[config.mk]
export PLATFORM = sky130hd
export DESIGN_NAME = strobe_port
export DESIGN_NICKNAME = d
export VERILOG_FILES = /design/src/rtl/strobe_port.sv
export SDC_FILE = /design/constraint.sdc
export NUM_CORES = 1
export LEC_CHECK = 0
export BUFFER_PORTS_ARGS = -buffer_cell sky130_fd_sc_hd__clkbuf_2
export CORE_ASPECT_RATIO = 0.9
export CORE_MARGIN = 2
export CORE_UTILIZATION = 47
export DETAILED_ROUTE_END_ITERATION = 10
export PLACE_DENSITY = 0.77
export SYNTH_ARGS = -nofsm -noshare
export SYNTH_HDL_FRONTEND = slang
export SYNTH_SLANG_ARGS = --single-unit
[constraint.sdc]
create_clock -name clk -period 1.7 [get_ports clk]
set_input_delay 0.085 -clock clk [delete_from_list [all_inputs] [get_ports clk]]
set_output_delay 0.085 -clock clk [all_outputs]
set_load 0.005 [all_outputs]
[src/rtl/strobe_port.sv]
module strobe_port #(
  parameter int WIDTH        = 8,
  parameter int PULSE_CYCLES = 4
) (
  input  logic             clk,
  input  logic             rst_n,
  input  logic [1:0]       reg_addr,
  input  logic             reg_wr,
  input  logic [WIDTH-1:0] reg_wdata,
  output logic [WIDTH-1:0] reg_rdata,
  input  logic [WIDTH-1:0] pin_in,
  output logic [WIDTH-1:0] pin_out,
  output logic [WIDTH-1:0] pin_oe,
  input  logic             stb_in,
  output logic             stb_out,
  output logic             stb_oe,
  output logic             irq
);
  localparam int CW = $clog2(PULSE_CYCLES + 1);

  logic [WIDTH-1:0] data_q;
  logic             dir_q, pol_q, od_q, en_q;
  logic             flag_port_q, flag_all_q;
  logic [2:0]       sync_q;
  logic [CW-1:0]    cnt_q;

  wire wr_data = reg_wr && reg_addr == 2'd0;
  wire wr_cfg  = reg_wr && reg_addr == 2'd2;
  wire wr_flag = reg_wr && reg_addr == 2'd3;
  wire act_now  = (sync_q[1] == pol_q);
  wire act_prev = (sync_q[2] == pol_q);
  wire trail    = !dir_q && act_prev && !act_now;

  always_ff @(posedge clk or negedge rst_n) begin
    if (!rst_n) begin
      sync_q      <= 3'b111;
      data_q      <= '0;
      {en_q, od_q, pol_q, dir_q} <= 4'b0;
      flag_port_q <= 1'b0;
      flag_all_q  <= 1'b0;
      cnt_q       <= '0;
    end else begin
      sync_q <= {sync_q[1:0], stb_in};
      if (dir_q && wr_data)      data_q <= reg_wdata;
      else if (!dir_q && act_now) data_q <= pin_in;
      if (wr_cfg) {en_q, od_q, pol_q, dir_q} <= reg_wdata[3:0];
      flag_port_q <= trail | (flag_port_q & ~(wr_flag & reg_wdata[0]));
      flag_all_q  <= trail | (flag_all_q  & ~(wr_flag & reg_wdata[1]));
      if (dir_q && wr_data)  cnt_q <= CW'(PULSE_CYCLES);
      else if (cnt_q != '0)  cnt_q <= cnt_q - CW'(1);
    end
  end

  always_comb begin
    case (reg_addr)
      2'd0:    reg_rdata = data_q;
      2'd1:    reg_rdata = pin_in;
      2'd2:    reg_rdata = {{(WIDTH-4){1'b0}}, en_q, od_q, pol_q, dir_q};
      default: reg_rdata = {{(WIDTH-2){1'b0}}, flag_all_q, flag_port_q};
    endcase
  end

  assign pin_out = (dir_q && !od_q) ? data_q : '0;
  assign pin_oe  = !dir_q ? '0 : (od_q ? ~data_q : '1);
  assign stb_out = (cnt_q != '0) ? pol_q : ~pol_q;
  assign stb_oe  = dir_q;
  assign irq     = en_q & flag_port_q;


  trail_sets_flag_chk: assert property (@(posedge clk) disable iff (!rst_n)
    (!dir_q && act_prev && !act_now) |=> (flag_port_q && flag_all_q));

  pulse_load_chk: assert property (@(posedge clk) disable iff (!rst_n)
    (dir_q && wr_data) |=> (cnt_q == CW'(PULSE_CYCLES)));

  pulse_count_chk: assert property (@(posedge clk) disable iff (!rst_n)
    (cnt_q != '0 && !(dir_q && wr_data)) |=> (cnt_q == $past(cnt_q) - CW'(1)));

  input_write_ignored_chk: assert property (@(posedge clk) disable iff (!rst_n)
    (!dir_q && !act_now && !wr_cfg) |=> $stable(data_q));

  flag_clear_chk: assert property (@(posedge clk) disable iff (!rst_n)
    (wr_flag && reg_wdata[0] && !trail) |=> !flag_port_q);
endmodule

==> impl_metrics.ini <==
[floorplan]
die_x_um = 56.4
dieArea_um2 = 2880
start_util_pct = 48.3
io_pins = 49
rows = 17
fp.dieH_um = 51.2
core-area_um2 = 2400

[route]
drc = 0
first_pass_iters = 4
postRouteAntennaNets = 0
vias_per_cell = 5.52
routed_wl_mm = 2.75
vias = 1032
wl_per_cell_um = 14.7
drt_iter0_markers = 36

[sta]
tightest_slew_ns = 0.509
fin_skew_ns = 0.0112
slew_viol_final = 0
finalSetupViolations = 0
tns_ns = 0
grt_setup_unrepaired = false
hold_viol = 0
fin_crit_sh_pct = 91.7
max_freq_mhz = 642
timing.final.crit_period_ns = 1.56
slew_headroom_pct = 66.1

[finish]
n_fill_cell = 211
drive_above_1_share_pct = 42.1
post-route-util_pct = 61.9
nets = 184
diodes = 0
fin_area_um2 = 1490
area_growth_pct = 28.2

[grt]
track_usage_pct = 19.4
grt_pass1_wl_mm = 4.39
grt_pass1_vias = 994
grt_max_degree = 21
grt_overflow_total = 0
antenna_found_initial = 0

[worst_setup_path]
slowest_delay_ns = 0.45
path_class = reg -> out
cp.depth = 4
cp-end-kind = output port
cp-startpoint = stb_oe
critical_path.top_delay_family = flip-flops
worstReg2RegStart = stb_oe
arrival_ns = 1.47
path_cells = inv_1 > nor2_4 > and2_1 > clkbuf_2
worstPathRequired_ns = 1.62
crit_path_start_kind = flop
timing.critical_path.buf_inv = 2
r2r_cells = 3
crit_slowest_cell = dfrtp_1
crit_fanout = 11

[hold_path]
hold_start = reg_wdata[3]
hp-class = in -> reg
hold_depth = 2

[synth]
syn_inst = 107
yosys_warnings = 0
syn_nets = 131
synthFlopType = dfrtp_1
synth-edff-count = 0
syn_area_um2 = 1160
ys_async_sr_fraction_pct = 100
yosysSeqAreaShare_pct = 43.4
avgSynthCellArea_um2 = 10.9
synth_cell_types = 29
ys_ff_latch = 20

[power]
design_power_total_w = 0.00177
leakage_nw = 0.713
p_per_area_nw_per_um2 = 1190
peakVddDrop_v = 0.000837

[placement]
port-buffer-count = 48
hpwl_mm = 2.12
dpl_cell_area_um2 = 1430
routabilityCongestion = 0.773

[clock_network]
post_cts_buffers = 0
clk_pin_slew_ns = 0.12
clock_path_buffers = 2
cts.sink_count = 20
clk_latency_ns = 0.30
cts_htree_levels = 1
cts_buffers = 3
cts_root_buffer = clkbuf_4
cts_tree = done

[status]
status = completed

[flow_run]
maxCapViolations = 0
[sequential cells by signal, summed over array words and instances (netlist names)]
signal,flops
stb_oe,1
sync_q,3
en_q,1
flag_all_q,1
cnt_q,3
pol_q,1
flag_port_q,1
data_q,8
od_q,1
[cell families (layout without fill, tap and decap cells)]
| kind of cell | count (synthesis) | after routing | share of synthesized area, % |
|---|---|---|---|
| and+or+nand+nor | 36 | 36 | 18.1 |
| adders and majority gates | 2 | 2 | 2.15 |
| DFF | 20 | 20 | 43.4 |
| muxes | 12 | 12 | 13.3 |
| buffers and inverters | 9 | 61 | 4.20 |
| xor gates and xnor gates | 3 | 3 | 2.26 |
| AOI/OAI and AO/OA | 25 | 25 | 16.6 |
[where the power goes]
| group | leakage (nW) | switching, W | internal [W] |
|---|---|---|---|
| combinational | 0.468 | 0.000335 | 0.000390 |
| sequential | 0.223 | 0.000136 | 0.000628 |
| clock | 0.0210 | 0.000151 | 0.000131 |
[per-stage QoR]
stage	setup WS [ns]	hold slack [ns]	instances
2_1_floorplan	0.426	-0.211	107
3_3_place_gp	0.335	0.0648	181
3_5_place_dp	0.285	0.0763	181
4_1_cts	0.0970	0.0183	187
5_1_grt	0.0489	0.0177	187
6_report	0.142	0.0172	187
[final timing paths]
| check | endpoint | slack [ns] |
|---|---|---|
| min reg2reg | sync_q[1] | 0.37 |
| max in group asynchronous | sync_q[1] | 1.07 |
| max reg2reg | data_q[7] | 0.20 |
| min in group asynchronous | data_q[3] | 0.27 |
| max | pin_out[0] | 0.14 |
| min | en_q | 0.02 |
[cell type report]
type,count,area (µm²),share of cell area [%]
clock buffers,4,36.3,2.44
repair buffers,53,283,19.0
inverters,4,15.0,1.01
well taps,28,35.0,2.35
multi-input cells,78,616,41.3
flip-flops and latches,20,504,33.9
[Yosys cell counts, types with 2 or more instances]
| cell type | n | area share, % |
|---|---|---|
| nand2_1 | 3 | 0.97 |
| o221a_1 | 8 | 7.8 |
| ha_1 | 2 | 2.2 |
| dfrtp_1 | 17 | 37 |
| a21oi_1 | 10 | 4.3 |
| dfstp_2 | 3 | 6.8 |
| clkbuf_1 | 2 | 0.65 |
| xnor2_1 | 3 | 2.3 |
| mux2i_1 | 6 | 5.2 |
| nor2_1 | 8 | 2.6 |
| mux2_2 | 4 | 3.9 |
| a21o_1 | 2 | 1.3 |
| inv_1 | 4 | 1.3 |
| o21ai_0 | 3 | 1.3 |
| nand4_1 | 2 | 1.1 |
| nand2b_1 | 8 | 4.3 |
| nand3b_1 | 2 | 1.3 |
| and2_1 | 9 | 4.8 |
[layout by cell type, fill, tap and decap left out, drive strengths merged, types with 2 or more instances in the layout]
cell          n
clkbuf       52
dfrtp        17
a21oi        10
and2          9
nand2b        8
o221a         8
nor2          8
mux2i         6
inv           4
mux2          4
nand2         3
o21ai         3
xnor2         3
buf           3
dfstp         3
a21o          3
nand4         2
nand3b        2
ha            2
dlygate4sd3   2
mux4          2
[metal layers]
metal	GRT usage [%]	vias up	share of wire (%)
met5	0	-	0
met4	3.97	0	0
met3	3.29	0	5.1
met2	35.3	31	52
met1	24.4	509	42
li1	-	492	-
[what timing repair did]
item	in CTS	in global routing
resized for setup	1	1
gates cloned	0	0
hold endpoints to repair	18	0
hold buffers	2	0
endpoints found under the setup margin	3	8
Note: power is estimated with default switching activity, not from simulation.
